### config.mk
export PLATFORM = sky130hd
export DESIGN_NAME = flag_alu
export DESIGN_NICKNAME = d
export VERILOG_FILES = /design/src/rtl/flag_alu_pkg.sv /design/src/rtl/alu_addsub.sv /design/src/rtl/alu_logic.sv /design/src/rtl/alu_mul.sv /design/src/rtl/flag_alu.sv
export SDC_FILE = /design/constraint.sdc
export NUM_CORES = 1
export LEC_CHECK = 0
export BUFFER_PORTS_ARGS = -buffer_cell sky130_fd_sc_hd__buf_2
export CORE_MARGIN = 3
export CORE_UTILIZATION = 59
export CTS_CLUSTER_SIZE = 12
export DETAILED_ROUTE_END_ITERATION = 10
export PLACE_DENSITY = 0.89
export SLEW_MARGIN = 20
export SYNTH_ARGS = -nofsm -noshare
export SYNTH_HDL_FRONTEND = slang
export SYNTH_SLANG_ARGS = --single-unit
### constraint.sdc
create_clock -name clk -period 8.4 [get_ports clk]
set_input_delay 1.26 -clock clk [delete_from_list [all_inputs] [get_ports clk]]
set_output_delay 1.26 -clock clk [all_outputs]
set_load 0.05 [all_outputs]
### src/rtl/flag_alu_pkg.sv
package flag_alu_pkg;

    typedef enum logic [3:0] {
        OP_ADD = 4'd0,
        OP_SUB = 4'd1,
        OP_ADC = 4'd2,
        OP_SBC = 4'd3,
        OP_NEG = 4'd4,
        OP_CMP = 4'd5,
        OP_CMN = 4'd6,
        OP_TST = 4'd7,
        OP_AND = 4'd8,
        OP_ORR = 4'd9,
        OP_XOR = 4'd10,
        OP_BIC = 4'd11,
        OP_MVN = 4'd12,
        OP_MUL = 4'd13
    } alu_op_e;

    typedef struct packed {
        logic n;
        logic z;
        logic c;
        logic v;
    } nzcv_t;

    typedef enum logic [1:0] {
        CIN_ZERO,
        CIN_ONE,
        CIN_FLAG
    } cin_sel_e;

    typedef enum logic [1:0] {
        RSEL_NONE,
        RSEL_ARITH,
        RSEL_LOGIC,
        RSEL_MUL
    } rsel_e;

    typedef enum logic [1:0] {
        FUPD_KEEP,
        FUPD_NZ,
        FUPD_NZCV
    } fupd_e;

    typedef enum logic [2:0] {
        LG_AND,
        LG_OR,
        LG_XOR,
        LG_BIC,
        LG_NOTB
    } lgc_e;

endpackage

### src/rtl/alu_addsub.sv
module alu_addsub #(
    parameter int W = 32
) (
    input  logic [W-1:0] x,
    input  logic [W-1:0] y,
    input  logic         cin,
    output logic [W-1:0] sum,
    output logic         cout,
    output logic         ovf
);
    localparam int MSB = W - 1;

    logic [W:0] wide;

    assign wide = {1'b0, x} + {1'b0, y} + {{W{1'b0}}, cin};
    assign sum  = wide[MSB:0];
    assign cout = wide[W];
    // Signed overflow: like-signed inputs yield an oppositely signed sum.
    assign ovf  = (x[MSB] == y[MSB]) && (sum[MSB] != x[MSB]);
endmodule

### src/rtl/alu_logic.sv
module alu_logic
    import flag_alu_pkg::*;
#(
    parameter int W = 32
) (
    input  logic [W-1:0] a,
    input  logic [W-1:0] b,
    input  lgc_e         sel,
    output logic [W-1:0] y
);
    always_comb begin
        unique case (sel)
            LG_AND:  y = a & b;
            LG_OR:   y = a | b;
            LG_XOR:  y = a ^ b;
            LG_BIC:  y = a & ~b;
            LG_NOTB: y = ~b;
            default: y = '0;
        endcase
    end
endmodule

### src/rtl/alu_mul.sv
module alu_mul #(
    parameter int W = 32
) (
    input  logic [W-1:0] a,
    input  logic [W-1:0] b,
    output logic [W-1:0] p
);
    localparam int PW = 2 * W;

    logic [PW-1:0] full;

    assign full = {{W{1'b0}}, a} * {{W{1'b0}}, b};
    assign p    = full[W-1:0];
endmodule

### src/rtl/flag_alu.sv
module flag_alu
    import flag_alu_pkg::*;
#(
    parameter int W = 32
) (
    input  logic         clk,
    input  logic         rst_n,
    input  logic         issue,
    input  logic [3:0]   op,
    input  logic [W-1:0] a,
    input  logic [W-1:0] b,
    input  logic [3:0]   flags_in,
    output logic [W-1:0] result,
    output logic         wr_en,
    output logic [3:0]   flags_out,
    output logic         done
);
    localparam int MSB = W - 1;

    nzcv_t    fin;
    cin_sel_e cin_sel;
    rsel_e    rsel;
    fupd_e    fupd;
    lgc_e     lsel;
    logic     x_zero, inv_b, we_c;

    logic [W-1:0] add_x, add_y, add_s, lg_y, mul_p, res_c;
    logic         add_cin, add_co, add_v;
    nzcv_t        nf;

    logic [W-1:0] res_q;
    nzcv_t        flags_q;
    logic         wr_q, done_q;

    assign fin = nzcv_t'(flags_in);

    // Decode: route the adder, choose the result and flag class.
    always_comb begin
        x_zero  = 1'b0;
        inv_b   = 1'b0;
        cin_sel = CIN_ZERO;
        rsel    = RSEL_NONE;
        fupd    = FUPD_KEEP;
        lsel    = LG_AND;
        we_c    = 1'b0;
        unique case (op)
            OP_ADD: begin rsel = RSEL_ARITH; fupd = FUPD_NZCV; we_c = 1'b1; end
            OP_SUB: begin rsel = RSEL_ARITH; fupd = FUPD_NZCV; we_c = 1'b1;
                          inv_b = 1'b1; cin_sel = CIN_ONE; end
            OP_ADC: begin rsel = RSEL_ARITH; fupd = FUPD_NZCV; we_c = 1'b1;
                          cin_sel = CIN_FLAG; end
            OP_SBC: begin rsel = RSEL_ARITH; fupd = FUPD_NZCV; we_c = 1'b1;
                          inv_b = 1'b1; cin_sel = CIN_FLAG; end
            OP_NEG: begin rsel = RSEL_ARITH; fupd = FUPD_NZCV; we_c = 1'b1;
                          x_zero = 1'b1; inv_b = 1'b1; cin_sel = CIN_ONE; end
            OP_CMP: begin rsel = RSEL_ARITH; fupd = FUPD_NZCV;
                          inv_b = 1'b1; cin_sel = CIN_ONE; end
            OP_CMN: begin rsel = RSEL_ARITH; fupd = FUPD_NZCV; end
            OP_TST: begin rsel = RSEL_LOGIC; fupd = FUPD_NZ; lsel = LG_AND; end
            OP_AND: begin rsel = RSEL_LOGIC; fupd = FUPD_NZ; lsel = LG_AND;  we_c = 1'b1; end
            OP_ORR: begin rsel = RSEL_LOGIC; fupd = FUPD_NZ; lsel = LG_OR;   we_c = 1'b1; end
            OP_XOR: begin rsel = RSEL_LOGIC; fupd = FUPD_NZ; lsel = LG_XOR;  we_c = 1'b1; end
            OP_BIC: begin rsel = RSEL_LOGIC; fupd = FUPD_NZ; lsel = LG_BIC;  we_c = 1'b1; end
            OP_MVN: begin rsel = RSEL_LOGIC; fupd = FUPD_NZ; lsel = LG_NOTB; we_c = 1'b1; end
            OP_MUL: begin rsel = RSEL_MUL;   fupd = FUPD_NZ; we_c = 1'b1; end
            default: ;
        endcase
    end

    always_comb begin
        unique case (cin_sel)
            CIN_ONE:  add_cin = 1'b1;
            CIN_FLAG: add_cin = fin.c;
            default:  add_cin = 1'b0;
        endcase
    end

    assign add_x = x_zero ? '0 : a;
    assign add_y = inv_b ? ~b : b;

    alu_addsub #(.W(W)) u_add (
        .x(add_x), .y(add_y), .cin(add_cin),
        .sum(add_s), .cout(add_co), .ovf(add_v)
    );

    alu_logic #(.W(W)) u_lgc (.a(a), .b(b), .sel(lsel), .y(lg_y));

    alu_mul #(.W(W)) u_mul (.a(a), .b(b), .p(mul_p));

    always_comb begin
        unique case (rsel)
            RSEL_ARITH: res_c = add_s;
            RSEL_LOGIC: res_c = lg_y;
            RSEL_MUL:   res_c = mul_p;
            default:    res_c = '0;
        endcase
    end

    always_comb begin
        unique case (fupd)
            FUPD_NZ:   nf = '{n: res_c[MSB], z: (res_c == '0), c: fin.c, v: fin.v};
            FUPD_NZCV: nf = '{n: res_c[MSB], z: (res_c == '0), c: add_co, v: add_v};
            default:   nf = fin;
        endcase
    end

    // Output registers: issue captures, idle holds.
    always_ff @(posedge clk) begin
        if (!rst_n) begin
            res_q   <= '0;
            flags_q <= '0;
            wr_q    <= 1'b0;
            done_q  <= 1'b0;
        end else if (issue) begin
            res_q   <= res_c;
            flags_q <= nf;
            wr_q    <= we_c;
            done_q  <= 1'b1;
        end else begin
            wr_q    <= 1'b0;
            done_q  <= 1'b0;
        end
    end

    assign result    = res_q;
    assign flags_out = flags_q;
    assign wr_en     = wr_q;
    assign done      = done_q;


    issue_done_chk: assert property (@(posedge clk) disable iff (!rst_n)
        issue |=> done);

    idle_hold_chk: assert property (@(posedge clk) disable iff (!rst_n)
        !issue |=> (!done && !wr_en && $stable(result) && $stable(flags_out)));

    cmp_nowrite_chk: assert property (@(posedge clk) disable iff (!rst_n)
        (issue && (op == OP_CMP || op == OP_CMN || op == OP_TST)) |=> !wr_en);

    logic_cv_keep_chk: assert property (@(posedge clk) disable iff (!rst_n)
        (issue && op >= OP_AND && op <= OP_MVN)
        |=> (flags_out[1:0] == $past(flags_in[1:0])));

    unused_hold_chk: assert property (@(posedge clk) disable iff (!rst_n)
        (issue && op > OP_MUL) |=> (flags_out == $past(flags_in) && !wr_en));

    nz_track_chk: assert property (@(posedge clk) disable iff (!rst_n)
        (issue && op <= OP_MUL)
        |=> (flags_out[3] == result[MSB] && flags_out[2] == (result == '0)));

    neg_zero_chk: assert property (@(posedge clk) disable iff (!rst_n)
        (issue && op == OP_NEG && b == '0) |=> (flags_out[1] && !flags_out[0]));
endmodule

==> results of run 1 <==
## layout make-up
| cell class | count | area, sq um | share of cell area [%] |
|---|---|---|---|
| Antenna cell | 2 | 5.00 | 0.0199 |
| Clock buffer | 5 | 125 | 0.497 |
| Multi-Input combinational cell | 2058 | 19100 | 75.8 |
| Sequential cell | 38 | 761 | 3.02 |
| Clock inverter | 2 | 10.0 | 0.0398 |
| Tap cell | 461 | 577 | 2.29 |
| Inverter | 376 | 1430 | 5.69 |
| Timing Repair Buffer | 427 | 3200 | 12.7 |
## placed cells by master, fill, tap and decap left out, types with 9 or more instances in the layout
master	synthesis	layout
nor2b_1	18	18
nor3_1	18	16
a21oi_1	90	84
buf_4	1	308
xor2_1	27	27
fa_2	0	9
nor2_2	0	11
o21a_1	15	15
o21ai_0	70	67
xnor2_1	103	102
clkinv_1	22	16
inv_2	7	17
o22ai_1	17	17
mux2i_1	26	25
a211oi_1	28	25
a21o_1	21	21
dfxtp_1	38	38
nand2_1	391	384
nand4_1	16	16
fa_1	410	401
o221ai_1	11	9
inv_1	347	335
and2_1	10	10
buf_2	29	81
nand3_1	28	28
or3_1	15	14
ha_1	206	202
a31oi_1	25	25
nor3b_1	15	11
nand2b_1	16	16
buf_6	1	24
nor2_1	321	308
## per-layer routing
layer  track usage (%)  wire length [um]  vias up
met2              70.2             38800     1608
li1                  -                 -     8958
met1              54.0             29700    10400
met3              10.6             10800      510
met4              31.5              8120        6
met5                 0                46        -
## repair_timing
item / CTS / global route
gates cloned: 0 / 0
pin swaps: 19 / 67
hold endpoints to repair: 0 / 0
buffers inserted: 3 / 14
resized for setup: 44 / 107
endpoints found under the setup margin: 4 / 9
## state kept, by name (all words and copies together) (netlist names)
name / cells
result: 32
flags_out: 4
done: 1
wr_en: 1
## worst min path at each step
stage               start         end  cells after the start  slack (ns)
2_1_floorplan  result[13]  result[13]                      2        0.70
3_3_place_gp   result[30]  result[30]                      1        0.46
3_5_place_dp   result[30]  result[30]                      1        0.47
4_1_cts        result[19]  result[19]                      2        0.48
5_1_grt         result[9]   result[9]                      2        0.51
6_report       result[30]  result[30]                      1        0.48
## kinds of logic after synthesis
family,Yosys count,synth area share (%)
buffers and inverters,517,9.27
DFF,38,3.54
muxes,27,1.26
AOI/OAI and AO/OA,384,12.2
adders and majority gates,616,50.2
xor gates and xnor gates,131,5.41
and+or+nand+nor,900,18.1
## metrics by stage
step / setup slack [ns] / util [%] / hold WS, ns / TNS [ns] / area [sq um]
after floorplan: 0.00993 / - / 0.700 / 0 / 21500
after global placement: -0.388 / 68.2 / 0.461 / -1.31 / 24400
after detailed placement: -0.503 / 68.2 / 0.470 / -2.16 / 24400
after CTS: 0.0173 / 69.0 / 0.483 / 0 / 24700
after global routing: -0.197 / 70.4 / 0.511 / -0.416 / 25200
final: 0.00645 / 70.4 / 0.483 / 0 / 25200
==> results.py, run 1 <==
metrics = {
    "drt": {
        "drtIter0Drc": 2325,
        "vias_per_cell": 6.39,
        "final_antenna_net_count": 0,
        "dr.pass1.iters": 6,
        "drt_wl_total_mm": 87.4,
        "post_drt_wl_per_cell_um": 25.9,
        "drc_errors": 0,
        "vias": 21500,
    },
    "worst_setup_path": {
        "worstPathRequired_ns": 8.58,
        "regToRegSetupSlack_ns": 7.56,
        "rr_endpoint": "flags_out[2]",
        "critPathMostFrequentCell": "fa_1",
        "slowest_delay_ns": 0.58,
        "worstPathArrival_ns": 8.58,
        "cp-end-kind": "flop",
        "critPathSlowestCell": "fa_1",
        "path_class": "primary input to flop",
        "crit_family": "adder cells",
        "crit_end": "flags_out[2]",
        "rr_startpoint": "flags_out[2]",
        "setup.worst_path.start": "b[4]",
        "rr_worst_depth": 4,
        "start_kind": "primary input",
        "crit_fanout": 6,
        "worst-path-stages": 26,
        "path_buf_inv": 7,
    },
    "logic_synthesis": {
        "synth_flop_cell": "dfxtp_1",
        "synth_fp_nets": 3304,
        "synthTopCellsByCount": "fa_1, nand2_1, inv_1, nor2_1, ha_1",
        "postSynth.asyncResetShare_pct": 0,
        "syn_inst": 2613,
        "ys_ff_latch": 38,
        "yosysTopAreaCellShare_pct": 38.2,
        "synth_area_leaders": "fa_1, ha_1, nand2_1, inv_1, nor2_1",
        "syn_area_sq_mm": 0.0215,
        "avgSynthCellArea_sq_um": 8.22,
        "synth.most_common_cell": "fa_1",
        "yosysTopAreaCell": "fa_1",
        "ys_types": 93,
        "synth_edf_count": 0,
        "seq_area_frac_synth_pct": 3.54,
        "ys_warn_count": 0,
    },
    "clock_tree": {
        "cts_buffer_depth": 2,
        "clock_tree.root_cell": "clkbuf_16",
        "htree_levels": 2,
        "cts_buffers": 5,
        "clk_pin_slew_ns": 0.06,
        "clkSinkCount": 38,
        "hold_buffers": 0,
        "tritoncts": "yes",
        "clock_latency_ns": 0.28,
    },
    "timing": {
        "clock_skew_ns": 0,
        "finalHoldViolations": 0,
        "relSlewSlack_pct": 25.7,
        "drv_slew": 0,
        "rsz0062_at_grt": "true",
        "fmax_ghz": 0.119,
        "min_period_over_period_pct": 99.9,
        "final-setup-viol-count": 0,
        "worst_pin_slew_ns": 1.11,
        "period_minus_slack_ns": 8.39,
    },
    "global_route": {
        "antenna_found_initial": 4,
        "grt_max_degree": 65,
        "gr-total-overflow": 0,
        "first_global_vias": 22500,
        "grt_pass1_wl_mm": 130,
        "grt_usage_pct": 44.5,
    },
    "cells_and_area": {
        "final_cells": 3369,
        "area_delta_synth_final_pct": 17.2,
        "fin_nets": 3597,
        "drive_gt1_share_pct": 19.0,
        "n_fill_cell": 2690,
    },
    "placement": {
        "gp_congestion": 1.08,
        "port_buffers": 112,
        "dpl.cell_count": 3344,
        "post-dp-hpwl_mm": 71.8,
    },
    "outcome": {
        "status": "finished clean",
    },
    "floorplanning": {
        "core-area_sq_mm": 0.0357,
        "die_area_sq_mm": 0.0387,
        "start_util_pct": 60.1,
        "die_x_um": 197,
        "rows": 69,
        "die_h_um": 197,
        "io_pins": 113,
    },
    "min_path": {
        "hp-class": "flop to flop",
    },
    "run": {
        "max-cap-violations": 0,
    },
}
Power of run 1 is not shown: default switching activity piles up to over one toggle a cycle in this logic, so the estimate is an artifact.
==> run 2: changes to the inputs <==
ABC_AREA = 1   (was default)
CELL_PAD_IN_SITES_DETAIL_PLACEMENT = 0   (was default)
CELL_PAD_IN_SITES_GLOBAL_PLACEMENT = 1   (was default)
CORE_UTILIZATION = 43   (was 59)
==> results.py, run 2 <==
metrics = {
    "placement": {
        "dpl.cell_count": 3745,
        "post-dp-hpwl_mm": 61.5,
        "port_buffers": 112,
        "gp_congestion": 0.969,
    },
    "drt": {
        "dr.pass1.iters": 5,
        "vias": 20000,
        "vias_per_cell": 5.33,
        "final_antenna_net_count": 0,
        "drt_wl_total_mm": 73.4,
        "drtIter0Drc": 1827,
        "drc_errors": 0,
        "post_drt_wl_per_cell_um": 19.5,
    },
    "timing": {
        "relSlewSlack_pct": 25.4,
        "hold_ws_ns": 0.478,
        "final-setup-viol-count": 0,
        "fmax_ghz": 0.123,
        "finalHoldViolations": 0,
        "min_period_over_period_pct": 96.8,
        "drv_slew": 0,
        "worst_pin_slew_ns": 1.12,
        "period_minus_slack_ns": 8.13,
        "clock_skew_ns": 0,
    },
    "logic_synthesis": {
        "syn_inst": 3010,
        "ys_ff_latch": 38,
        "avgSynthCellArea_sq_um": 7.23,
        "synthTopCellsByCount": "nand2_1, inv_1, fa_1, ha_1, nor2_1",
        "synthAdderAreaFrac_pct": 49.5,
        "synth_flop_cell": "dfxtp_1",
        "ys_warn_count": 0,
        "synth.area.mux_share_pct": 0,
        "synth_fp_nets": 3701,
        "syn_area_sq_mm": 0.0218,
        "postSynth.asyncResetShare_pct": 0,
        "ys_types": 43,
        "synth_edf_count": 0,
        "yosysTopAreaCellShare_pct": 37.7,
        "yosysTopAreaCell": "fa_1",
        "synth_top_family_by_area": "adder cells",
        "synth_area_leaders": "fa_1, nand2_1, ha_1, inv_1, dfxtp_1",
        "seq_area_frac_synth_pct": 3.49,
        "synth.most_common_cell": "nand2_1",
        "yosys.area_share.xor_xnor_pct": 3.98,
        "synth-compound-area-share_pct": 8.21,
        "yosys.area_share.simple_pct": 20.6,
    },
    "cells_and_area": {
        "fin_nets": 3780,
        "final_cells": 3757,
        "layout_commonest_cell": "nand2_1",
        "area_delta_synth_final_pct": 8.93,
        "layout_common_cells": "nand2_1, inv_1, fa_1, ha_1, nor2_1",
        "largest_reg_flops": 32,
        "utilization_pct": 48.0,
        "drive_gt1_share_pct": 8.67,
    },
    "clock_tree": {
        "hold_buffers": 0,
        "clk_pin_slew_ns": 0.06,
        "clock_latency_ns": 0.28,
        "cts_buffers": 5,
        "cts_buffer_depth": 2,
        "htree_levels": 2,
        "tritoncts": "yes",
        "clock_tree.root_cell": "clkbuf_16",
        "clkSinkCount": 38,
    },
    "worst_setup_path": {
        "path_buf_inv": 8,
        "worstPathRequired_ns": 8.53,
        "worstPathArrival_ns": 8.26,
        "critPathMostFrequentCell": "fa_1",
        "regToRegSetupSlack_ns": 7.63,
        "rr_endpoint": "result[27]",
        "cp-end-kind": "flop",
        "rr_startpoint": "result[27]",
        "slowest_delay_ns": 0.57,
        "path_class": "primary input to flop",
        "critPathSlowestCell": "fa_1",
        "rr_worst_depth": 4,
        "crit_fanout": 13,
        "crit_family": "adder cells",
        "start_kind": "primary input",
    },
    "outcome": {
        "status": "finished clean",
    },
    "min_path": {
        "hp-class": "flop to flop",
        "hold-path-endpoint": "result[10]",
        "hp-start": "result[10]",
        "whs_path_depth": 2,
    },
    "run": {
        "max-cap-violations": 0,
    },
    "floorplanning": {
        "die_h_um": 231,
        "io_pins": 113,
        "rows": 81,
        "core-area_sq_mm": 0.0495,
        "die_x_um": 231,
        "start_util_pct": 44.0,
        "die_area_sq_mm": 0.0534,
    },
    "global_route": {
        "first_global_vias": 21200,
        "grt_usage_pct": 28.0,
        "gr-total-overflow": 0,
        "grt_pass1_wl_mm": 117,
        "grt_max_degree": 59,
        "antenna_found_initial": 8,
    },
}
## run 2: layout make-up
cell class,instances,area [sq um]
Antenna cell,3,7.51
Clock inverter,3,68.8
Clock buffer,5,125
Fill cell,4986,25700
Inverter,660,2480
Tap cell,664,831
Multi-Input combinational cell,2156,18000
Timing Repair Buffer,228,1500
Sequential cell,38,761
## run 2: worst max-delay path by stage
stage                     slack, ns  cells after the start      endpoint  start
after CTS                     0.008                     28  flags_out[2]  a[10]
after global routing          -0.01                     28  flags_out[2]   b[2]
after global placement        -0.17                     28  flags_out[2]  a[10]
final                          0.27                     28    result[30]   b[3]
after detailed placement      -0.26                     28  flags_out[2]  a[10]
after floorplan                0.62                     29  flags_out[2]   b[5]
## run 2: cell families after synthesis
kind of cell	count (synthesis)
compound gates	309
simple gates	1132
flops	38
xor+xnor	99
buf+inv	816
fa+ha+maj	616
## run 2: timing repair
| item | CTS | global route |
|---|---|---|
| buffers inserted | 0 | 1 |
| hold endpoints to repair | 0 | 0 |
| setup endpoints to repair | 0 | 5 |
| resized for setup | 0 | 18 |
## run 2: tightest hold or removal path: stages, from the launching register on
cell      delay [ns]
dfxtp_1         0.32
o211ai_1        0.08
inv_1           0.05
## run 2: routing by layer
layer	vias to the layer above	track usage [%]	share of wire, %
met2	856	45.6	46
met5	-	0	0.025
met4	4	7.19	3.0
li1	9122	-	-
met3	156	4.38	8.2
met1	9905	39.1	43
## run 2: through the flow
step | setup slack [ns] | setup TNS [ns] | area [sq um]
2_1_floorplan | 0.621 | 0 | 21800
3_3_place_gp | -0.172 | -0.264 | 23500
3_5_place_dp | -0.263 | -0.461 | 23500
4_1_cts | 0.00834 | 0 | 23700
5_1_grt | -0.0121 | -0.0121 | 23700
6_report | 0.266 | 0 | 23700
Power of run 2 is left out for the same reason.
